<file path="src/rtl/chan_stat_pkg.sv">
package chan_stat_pkg;

  typedef enum logic [1:0] {
    CH_SYNC  = 2'b00,
    CH_ISOC  = 2'b01,
    CH_ASYNC = 2'b10,
    CH_CTRL  = 2'b11
  } ch_type_e;

  localparam int STAT_W  = 5;
  localparam int B_ERR   = 4;
  localparam int B_START = 3;
  localparam int B_DONE  = 2;
  localparam int B_BRK   = 1;

  // bits that hold state; bit 0 is reserved
  localparam logic [STAT_W-1:0] LIVE_BITS = 5'b11110;

  localparam logic [7:0] BRK_TX_RESP = 8'h70;
  localparam logic [7:0] BRK_RX_CMD0 = 8'h36;
  localparam logic [7:0] BRK_RX_CMD1 = 8'h26;

endpackage

</file>
<file path="src/rtl/chan_stat_evt.sv">
module chan_stat_evt
  import chan_stat_pkg::*;
#(
  parameter int BUF_QUADS = 64,
  parameter int TH_W      = 7,
  parameter int CNT_W     = 7
) (
  input  logic              clk,
  input  logic              rst_n,
  input  logic              cfg_io_mode,
  input  logic [1:0]        cfg_type,
  input  logic              cfg_dir_tx,
  input  logic              cfg_fce,
  input  logic [TH_W-1:0]   thresh,
  input  logic [CNT_W-1:0]  fill_cnt,
  input  logic              push_try,
  input  logic              pop_try,
  input  logic              buf_full,
  input  logic              buf_empty,
  input  logic              buf_start,
  input  logic              buf_done,
  input  logic              cmd_vld,
  input  logic [7:0]        cmd_byte,
  input  logic              clr_start,
  input  logic              clr_done,
  output logic [STAT_W-1:0] set_vec
);

  localparam int CMP_W = ((CNT_W > TH_W) ? CNT_W : TH_W) + 1;

  ch_type_e         typ;
  logic [CMP_W-1:0] fill_x, free_x, th_x;
  logic             err_ok, brk_ok, brk_hit, err_hit;
  logic             tx_cond, rx_cond;
  logic             tx_cond_q, rx_cond_q, tx_clr_q, rx_clr_q;

  always_comb begin
    typ     = ch_type_e'(cfg_type);
    fill_x  = CMP_W'(fill_cnt);
    free_x  = CMP_W'(BUF_QUADS) - fill_x;
    th_x    = CMP_W'(thresh);

    err_ok  = (typ == CH_SYNC) ||
              ((typ == CH_ISOC) && !cfg_dir_tx && !cfg_fce);
    err_hit = cfg_dir_tx ? (pop_try & buf_empty) : (push_try & buf_full);

    brk_ok  = (typ == CH_ASYNC) || (typ == CH_CTRL);
    brk_hit = cfg_dir_tx ? (cmd_byte == BRK_TX_RESP)
                         : ((cmd_byte == BRK_RX_CMD0) || (cmd_byte == BRK_RX_CMD1));

    tx_cond = cfg_io_mode &  cfg_dir_tx & (fill_x <= th_x);
    rx_cond = cfg_io_mode & ~cfg_dir_tx & (free_x <= th_x);

    set_vec          = '0;
    set_vec[B_ERR]   = err_ok & err_hit;
    set_vec[B_START] = cfg_io_mode ? (tx_cond & (~tx_cond_q | tx_clr_q)) : buf_start;
    set_vec[B_DONE]  = cfg_io_mode ? (rx_cond & (~rx_cond_q | rx_clr_q)) : buf_done;
    set_vec[B_BRK]   = brk_ok & cmd_vld & brk_hit;
  end

  // condition history and clear history for edge qualification
  always_ff @(posedge clk or negedge rst_n) begin
    if (!rst_n) begin
      tx_cond_q <= 1'b0;
      rx_cond_q <= 1'b0;
      tx_clr_q  <= 1'b0;
      rx_clr_q  <= 1'b0;
    end else begin
      tx_cond_q <= tx_cond;
      rx_cond_q <= rx_cond;
      tx_clr_q  <= clr_start;
      rx_clr_q  <= clr_done;
    end
  end

endmodule

</file>
<file path="src/rtl/chan_stat_reg.sv">
module chan_stat_reg
  import chan_stat_pkg::*;
(
  input  logic              clk,
  input  logic              rst_n,
  input  logic [STAT_W-1:0] set_vec,
  input  logic [STAT_W-1:0] clr_vec,
  output logic [STAT_W-1:0] status_q
);

  for (genvar i = 0; i < STAT_W; i++) begin : g_bit
    if (LIVE_BITS[i]) begin : g_live
      logic bit_q, bit_d, bit_en;

      always_comb begin
        bit_en = set_vec[i] | clr_vec[i];
        bit_d  = set_vec[i] | (bit_q & ~clr_vec[i]);
      end

      always_ff @(posedge clk or negedge rst_n) begin
        if (!rst_n) begin
          bit_q <= 1'b0;
        end else if (bit_en) begin
          bit_q <= bit_d;
        end
      end

      assign status_q[i] = bit_q;
    end else begin : g_rsvd
      logic unused_b;
      assign unused_b    = set_vec[i] ^ clr_vec[i];
      assign status_q[i] = 1'b0;
    end
  end

endmodule

</file>
<file path="src/rtl/chan_stat_bus.sv">
module chan_stat_bus
  import chan_stat_pkg::*;
(
  input  logic              clk,
  input  logic              rst_n,
  input  logic              reg_wr,
  input  logic              reg_addr,
  input  logic [STAT_W-1:0] reg_wdata,
  input  logic [STAT_W-1:0] status_q,
  output logic [STAT_W-1:0] clr_vec,
  output logic [STAT_W-1:0] mask_q,
  output logic [STAT_W-1:0] rd_data
);

  logic              mask_en;
  logic [STAT_W-1:0] mask_d;

  always_comb begin
    clr_vec = (reg_wr && !reg_addr) ? (reg_wdata & LIVE_BITS) : '0;
    mask_en = reg_wr && reg_addr;
    mask_d  = reg_wdata & LIVE_BITS;
    rd_data = reg_addr ? mask_q : status_q;
  end

  always_ff @(posedge clk or negedge rst_n) begin
    if (!rst_n) begin
      mask_q <= '0;
    end else if (mask_en) begin
      mask_q <= mask_d;
    end
  end

endmodule

</file>
<file path="src/rtl/chan_stat_irq.sv">
module chan_stat_irq
  import chan_stat_pkg::*;
(
  input  logic              clk,
  input  logic              rst_n,
  input  logic [STAT_W-1:0] status_q,
  input  logic [STAT_W-1:0] mask_q,
  output logic              irq_q
);

  logic irq_d;

  always_comb begin
    irq_d = |(status_q & mask_q);
  end

  always_ff @(posedge clk or negedge rst_n) begin
    if (!rst_n) begin
      irq_q <= 1'b0;
    end else begin
      irq_q <= irq_d;
    end
  end

endmodule

</file>
<file path="src/rtl/chan_stat_unit.sv">
module chan_stat_unit
  import chan_stat_pkg::*;
#(
  parameter int BUF_QUADS = 64,
  parameter int TH_W      = 7,
  localparam int CNT_W    = $clog2(BUF_QUADS + 1)
) (
  input  logic              clk,
  input  logic              rst_n,
  input  logic              cfg_io_mode,
  input  logic [1:0]        cfg_type,
  input  logic              cfg_dir_tx,
  input  logic              cfg_fce,
  input  logic [TH_W-1:0]   thresh,
  input  logic [CNT_W-1:0]  fill_cnt,
  input  logic              push_try,
  input  logic              pop_try,
  input  logic              buf_full,
  input  logic              buf_empty,
  input  logic              buf_start,
  input  logic              buf_done,
  input  logic              cmd_vld,
  input  logic [7:0]        cmd_byte,
  input  logic              reg_wr,
  input  logic              reg_addr,
  input  logic [STAT_W-1:0] reg_wdata,
  output logic [STAT_W-1:0] rd_data,
  output logic [STAT_W-1:0] status_o,
  output logic              irq
);

  logic [STAT_W-1:0] set_vec;
  logic [STAT_W-1:0] clr_vec;
  logic [STAT_W-1:0] status_q;
  logic [STAT_W-1:0] mask_q;

  chan_stat_evt #(
    .BUF_QUADS (BUF_QUADS),
    .TH_W      (TH_W),
    .CNT_W     (CNT_W)
  ) u_evt (
    .clk         (clk),
    .rst_n       (rst_n),
    .cfg_io_mode (cfg_io_mode),
    .cfg_type    (cfg_type),
    .cfg_dir_tx  (cfg_dir_tx),
    .cfg_fce     (cfg_fce),
    .thresh      (thresh),
    .fill_cnt    (fill_cnt),
    .push_try    (push_try),
    .pop_try     (pop_try),
    .buf_full    (buf_full),
    .buf_empty   (buf_empty),
    .buf_start   (buf_start),
    .buf_done    (buf_done),
    .cmd_vld     (cmd_vld),
    .cmd_byte    (cmd_byte),
    .clr_start   (clr_vec[B_START]),
    .clr_done    (clr_vec[B_DONE]),
    .set_vec     (set_vec)
  );

  chan_stat_reg u_reg (
    .clk      (clk),
    .rst_n    (rst_n),
    .set_vec  (set_vec),
    .clr_vec  (clr_vec),
    .status_q (status_q)
  );

  chan_stat_bus u_bus (
    .clk       (clk),
    .rst_n     (rst_n),
    .reg_wr    (reg_wr),
    .reg_addr  (reg_addr),
    .reg_wdata (reg_wdata),
    .status_q  (status_q),
    .clr_vec   (clr_vec),
    .mask_q    (mask_q),
    .rd_data   (rd_data)
  );

  chan_stat_irq u_irq (
    .clk      (clk),
    .rst_n    (rst_n),
    .status_q (status_q),
    .mask_q   (mask_q),
    .irq_q    (irq)
  );

  assign status_o = status_q;

endmodule

</file>
<file path="config.mk">
export PLATFORM = sky130hd
export DESIGN_NAME = chan_stat_unit
export DESIGN_NICKNAME = d
export VERILOG_FILES = /design/src/rtl/chan_stat_pkg.sv /design/src/rtl/chan_stat_evt.sv /design/src/rtl/chan_stat_reg.sv /design/src/rtl/chan_stat_bus.sv /design/src/rtl/chan_stat_irq.sv /design/src/rtl/chan_stat_unit.sv
export SDC_FILE = /design/constraint.sdc
export NUM_CORES = 1
export LEC_CHECK = 0
export BUFFER_PORTS_ARGS = -buffer_cell sky130_fd_sc_hd__buf_2
export CELL_PAD_IN_SITES_DETAIL_PLACEMENT = 1
export CELL_PAD_IN_SITES_GLOBAL_PLACEMENT = 2
export CORE_ASPECT_RATIO = 1.4
export CORE_MARGIN = 3
export CORE_UTILIZATION = 25
export DETAILED_ROUTE_END_ITERATION = 7
export GPL_ROUTABILITY_DRIVEN = 0
export GPL_TIMING_DRIVEN = 0
export HOLD_SLACK_MARGIN = 0.08
export PLACE_DENSITY_LB_ADDON = 0.1
export SETUP_SLACK_MARGIN = 0.3
export SYNTH_ARGS = -nofsm -noshare
export SYNTH_HDL_FRONTEND = slang
export SYNTH_HIERARCHICAL = 1
export SYNTH_SLANG_ARGS = --single-unit
</file>
<file path="constraint.sdc">
create_clock -name clk -period 2.65 [get_ports clk]
set_clock_uncertainty 0.1 [all_clocks]
set_input_delay 0.265 -clock clk [delete_from_list [all_inputs] [get_ports clk]]
set_output_delay 0.265 -clock clk [all_outputs]
set_load 0.01 [all_outputs]
</file>
==> impl_metrics.env, run 1 <==
export IMPL_yosys_warnings=6
export IMPL_antenna_found_initial=0
export IMPL_grt_pass1_wl_mm=5.44
export IMPL_fp_dieArea_sq_mm=0.00555
export IMPL_critPathRequiredTime_ps=2730
export IMPL_synthesis_nets=184
export IMPL_grt_max_degree=14
export IMPL_cts_sinks=13
export IMPL_finalHoldViolations=0
export IMPL_htree_levels=1
export IMPL_ctsRootBufferMaster="clkbuf_8"
export IMPL_p_total_mw=0.632
export IMPL_clockBufferDepth=2
export IMPL_pin_count=54
export IMPL_seq_area_sq_um=325
export IMPL_grt_pass1_vias=1262
export IMPL_area_delta_synth_final_pct=33.7
export IMPL_cap_violations=0
export IMPL_syn_instance_count=127
export IMPL_drt_iter0_drc=31
export IMPL_fp_dieW_microns=63.8
export IMPL_cts_clk_slew_worst_paths_ps=50
export IMPL_num_fill_cells=531
export IMPL_hp_class="in2reg"
export IMPL_end_kind="register"
export IMPL_powerDensity_mw_per_mm2=404
export IMPL_setup_viol=0
export IMPL_peakVddDrop_v=0.000231
export IMPL_finalCritPeriodShare_pct=79.8
export IMPL_setup_tns_ps=0
export IMPL_maxSlewViolCount=0
export IMPL_layout_nets=239
export IMPL_coreArea_sq_mm=0.00438
export IMPL_die_y_microns=86.9
export IMPL_numCtsBuffers=3
export IMPL_power_leakage_nw=0.811
export IMPL_drt_wl_total_mm=3.28
export IMPL_grt_use_total_pct=12.2
export IMPL_grt_ovfl_total=0
export IMPL_drt_pass1_iter_count=4
export IMPL_routedWlPerCell_microns=13.6
export IMPL_synthesis_area_sq_mm=0.00117
export IMPL_timing_fmax_ghz=0.473
export IMPL_multiInputGateArea_sq_um=747
export IMPL_critical_path_max_fanout=5
export IMPL_hpwl_mm=2.93
export IMPL_rows=28
export IMPL_arrival_ps=2190
export IMPL_cp_start_kind="input port"
export IMPL_clk_latency_ps=240
export IMPL_drive_above_1_share_pct=39.8
export IMPL_finalCriticalPeriod_ps=2110
export IMPL_portBuffers=49
export IMPL_grt_setup_unrepaired="false"
export IMPL_cts_setup_buffers=0
export IMPL_status="complete, no violations"
export IMPL_initial_core_util_pct=26.7
export IMPL_criticalPathCategory="in2reg"
export IMPL_num_antenna_cells=0
export IMPL_vias_per_cell=4.54
export IMPL_ant_nets=0
export IMPL_synth_avg_cell_area_sq_um=9.21
export IMPL_drc=0
export IMPL_cts_tree="built"
export IMPL_vias=1095
-- final cells by class --
type	count	share of cell area [%]
buffer	7	3.60
sequential	13	20.8
clock buffer	4	2.88
inverter	16	3.84
multi-input combinational	91	47.8
tap	60	4.80
timing repair buffer	50	16.3
-- flip-flops by register name, summed over array words and instances, names as in the netlist --
name                      count
u_reg/g_bit.g_live.bit_q      4
u_evt/tx_cond_q               1
u_bus/mask_q                  4
u_evt/tx_clr_q                1
u_irq/irq_q                   1
u_evt/rx_cond_q               1
u_evt/rx_clr_q                1
-- placed cells by master (no fill, tap or decap), types with 3 or more instances in the layout --
cell type and count:
ha_1 14, and2_1 4, a21oi_1 4, inv_1 16
clkbuf_8 3, nand4_1 4, dfrtp_1 13, buf_2 49
mux2_2 4, nor2b_1 5, buf_4 6, xnor2_1 3
nand3_1 4, mux2_4 4, nand2_1 6, a21o_1 6
nor2_1 8
-- metrics by stage --
stage          std cells  hold slack [ps]  utilization [%]  instance area, sq um  setup WS [ps]
2_1_floorplan        127             -131                -                  1170            575
3_3_place_gp         236             66.2             34.0                  1490            269
3_5_place_dp         236             72.6             34.0                  1490            204
4_1_cts              241              165             35.3                  1550            458
5_1_grt              241              173             35.7                  1560            364
6_report             241              171             35.7                  1560            536
-- path summary, 6_finish.rpt --
path	from	to	slack, ps	cells past startpoint
worst min register to register	u_reg/g_bit[4].g_live.bit_q	u_reg/g_bit[4].g_live.bit_q	390	1
worst max-delay path	fill_cnt[2]	u_reg/g_bit[2].g_live.bit_q	540	10
worst max register to register	u_reg/g_bit[3].g_live.bit_q	u_irq/irq_q	1420	3
min in group asynchronous	rst_n	u_bus/mask_q[4]	330	2
max in group asynchronous	rst_n	u_reg/g_bit[1].g_live.bit_q	1890	2
worst min-delay path	reg_wdata[4]	u_bus/mask_q[4]	170	2
-- worst max-delay path, cell delays in order --
cell and delay (ps):
buf_2 140, nor4_4 290, nand2_1 110, xnor2_1 140, ha_1 310, and3_1 190
a221oi_2 270, a21oi_2 110, o32ai_2 250, a21o_1 110
-- per-layer routing --
layer  part of all wire [%]  global-route usage (%)  wire length, microns  up-vias
met5                      0                       0                     0        -
met3                    4.1                    1.03                   136        2
met1                     36                    11.8                  1170      520
met2                     60                    25.8                  1960       26
met4                   0.58                    4.13                    19        0
li1                       -                       -                     -      547
-- power by group --
part	leakage, nW	internal (mW)	switching [mW]
logic	0.631	0.118	0.109
clock network	0.0228	0.106	0.0668
registers	0.157	0.220	0.0124
-- what timing repair did --
item / CTS / global route
setup endpoints to repair: 0 / 1
resized for setup: 0 / 3
endpoints found under the hold margin: 13 / 0
hold buffers: 1 / 0
Power figures use the tool's default switching activity.
==> run 2: changes to the inputs <==
Clock period 2.65 ns to 2.21 ns, I/O delays scaled along.
==> impl_metrics.env, run 2 (synthesized netlist as in run 1, its figures left out) <==
export IMPL_status="complete, no violations"
export IMPL_die_y_microns=86.9
export IMPL_vias=1113
export IMPL_clockBufferDepth=2
export IMPL_fp_dieArea_sq_mm=0.00555
export IMPL_top_layer="met4"
export IMPL_slowest_stage="nor4_4"
export IMPL_maxSlewViolCount=0
export IMPL_holdPathEnd="u_bus/mask_q[4]"
export IMPL_area_delta_synth_final_pct=40.0
export IMPL_num_antenna_cells=0
export IMPL_power_leakage_nw=0.843
export IMPL_reg2regPathDepth=3
export IMPL_arrival_ps=2050
export IMPL_num_fill_cells=539
export IMPL_ctsRootBufferMaster="clkbuf_8"
export IMPL_numCtsBuffers=3
export IMPL_layoutNonFillerInstCount=245
export IMPL_wirelength_met1_mm=1.10
export IMPL_grt_pass1_vias=1272
export IMPL_cp_start_kind="input port"
export IMPL_clk_latency_ps=240
export IMPL_setup_viol=0
export IMPL_rows=28
export IMPL_met2_wirelength_mm=2.04
export IMPL_drc=0
export IMPL_grt_pass1_wl_mm=5.58
export IMPL_drt_iter0_drc=10
export IMPL_multiInputGateArea_sq_um=774
export IMPL_hold_depth=2
export IMPL_peakVddDrop_v=0.000274
export IMPL_r2r_setup_slack_ps=980
export IMPL_critPathRequiredTime_ps=2290
export IMPL_hpwl_mm=2.92
export IMPL_grt_use_total_pct=12.7
export IMPL_dp_cells=236
export IMPL_layout_common_cells="buf_2, inv_1, dfrtp_1, ha_1, buf_4"
export IMPL_finalWorstSetupSlack_ps=236
export IMPL_timing_fmax_ghz=0.506
export IMPL_cp_cell_sequence="buf_6 > nor4_4 > nand2_2 > xnor2_2 > ha_1 > and3_4 > a221oi_2 > a21oi_2 > o32ai_2 > a21o_1"
export IMPL_end_kind="register"
export IMPL_finalHoldViolations=0
export IMPL_routedWlPerCell_microns=13.6
export IMPL_fp_dieW_microns=63.8
export IMPL_drt_wl_total_mm=3.33
export IMPL_coreArea_sq_mm=0.00438
export IMPL_seq_area_sq_um=325
export IMPL_cap_violations=0
export IMPL_top_regs="u_bus/mask_q: 4 flops, u_reg/g_bit.g_live.bit_q: 4 flops"
export IMPL_drive_above_1_share_pct=43.2
export IMPL_dp_slack_ps=-139
export IMPL_timing_rr_end="u_irq/irq_q"
export IMPL_place_area_sq_mm=0.00151
export IMPL_finalCritPeriodShare_pct=89.3
export IMPL_cts_tree="built"
export IMPL_critPathMaxStageDelay_ps=290
export IMPL_vias_per_cell=4.54
export IMPL_met3_wirelength_microns=157
export IMPL_ant_nets=0
export IMPL_final_util_pct=37.4
export IMPL_criticalPathCategory="in2reg"
export IMPL_powerDensity_mw_per_mm2=471
export IMPL_grt_max_degree=14
export IMPL_antenna_found_initial=0
export IMPL_pin_count=54
export IMPL_htree_levels=1
export IMPL_cts_clk_slew_worst_paths_ps=50
export IMPL_grt_setup_unrepaired="true"
export IMPL_finalCriticalPeriod_ps=1970
export IMPL_drt_pass1_iter_count=4
export IMPL_final_cell_area_sq_mm=0.00164
export IMPL_rr_startpoint="u_reg/g_bit[3].g_live.bit_q"
export IMPL_hold_path_startpoint="reg_wdata[4]"
export IMPL_layout_nets=243
export IMPL_grt_ovfl_total=0
export IMPL_critical_path_max_fanout=4
export IMPL_portBuffers=49
export IMPL_initial_core_util_pct=26.7
export IMPL_hp_class="in2reg"
export IMPL_cts_sinks=13
export IMPL_final_common_cell="buf_2"
-- run 2: cell types whose count changed in the layout (fill, tap and decap cells not counted), sizes merged --
cell | before | now
buf | 56 | 60
-- run 2: worst max-delay path, delay by kind of cell --
family,cells,cell delay (ps)
AOI/OAI and AO/OA,4,720
and+or+nand+nor,3,570
adders and majority gates,1,290
xor gates and xnor gates,1,140
buffers and inverters,1,110
-- run 2: worst max-delay path by stage --
| stage | slack (ps) | from | endpoint |
|---|---|---|---|
| final | 240 | fill_cnt[3] | u_reg/g_bit[2].g_live.bit_q |
| after global routing | 120 | fill_cnt[3] | u_reg/g_bit[2].g_live.bit_q |
| after CTS | 230 | fill_cnt[4] | u_reg/g_bit[2].g_live.bit_q |
| after detailed placement | -140 | fill_cnt[2] | u_reg/g_bit[2].g_live.bit_q |
| after global placement | -110 | fill_cnt[2] | u_reg/g_bit[2].g_live.bit_q |
| after floorplan | 210 | fill_cnt[2] | u_reg/g_bit[2].g_live.bit_q |
-- run 2: layout make-up --
| class | instances | area share, % |
|---|---|---|
| well taps | 60 | 4.58 |
| multi-input cells | 91 | 47.3 |
| repair buffers | 54 | 18.4 |
| flip-flops and latches | 13 | 19.9 |
| inverters | 16 | 3.67 |
| clock buffers | 4 | 2.75 |
| plain buffers | 7 | 3.44 |
-- run 2: timing repair --
item / in CTS / in global routing
hold buffers: 1 / 0
pin swaps: 8 / 4
endpoints found under the hold margin: 13 / 0
endpoints found under the setup margin: 1 / 1
resized for setup: 9 / 2
setup buffers: 3 / 1
-- run 2: where the power goes --
part,switching [mW],internal (mW),total [mW]
Sequential,0.0147,0.264,0.279
Combinational,0.134,0.153,0.287
Clock,0.0790,0.127,0.206
Total,0.227,0.544,0.772
-- run 2: per-layer routing --
metal / vias up / track usage [%]
met2: 26 / 26.9
met3: 4 / 2.07
li1: 556 / -
met1: 527 / 11.7
met4: 0 / 4.72
met5: - / 0
-- run 2: stage by stage --
stage / setup TNS [ps] / hold WS [ps] / total power [mW]
2_1_floorplan: 0 / -175 / 0.445
5_1_grt: 0 / 126 / 0.838
4_1_cts: 0 / 118 / 0.787
6_report: 0 / 124 / 0.772
3_3_place_gp: -114 / 22.1 / 0.548
3_5_place_dp: -139 / 30.9 / 0.556
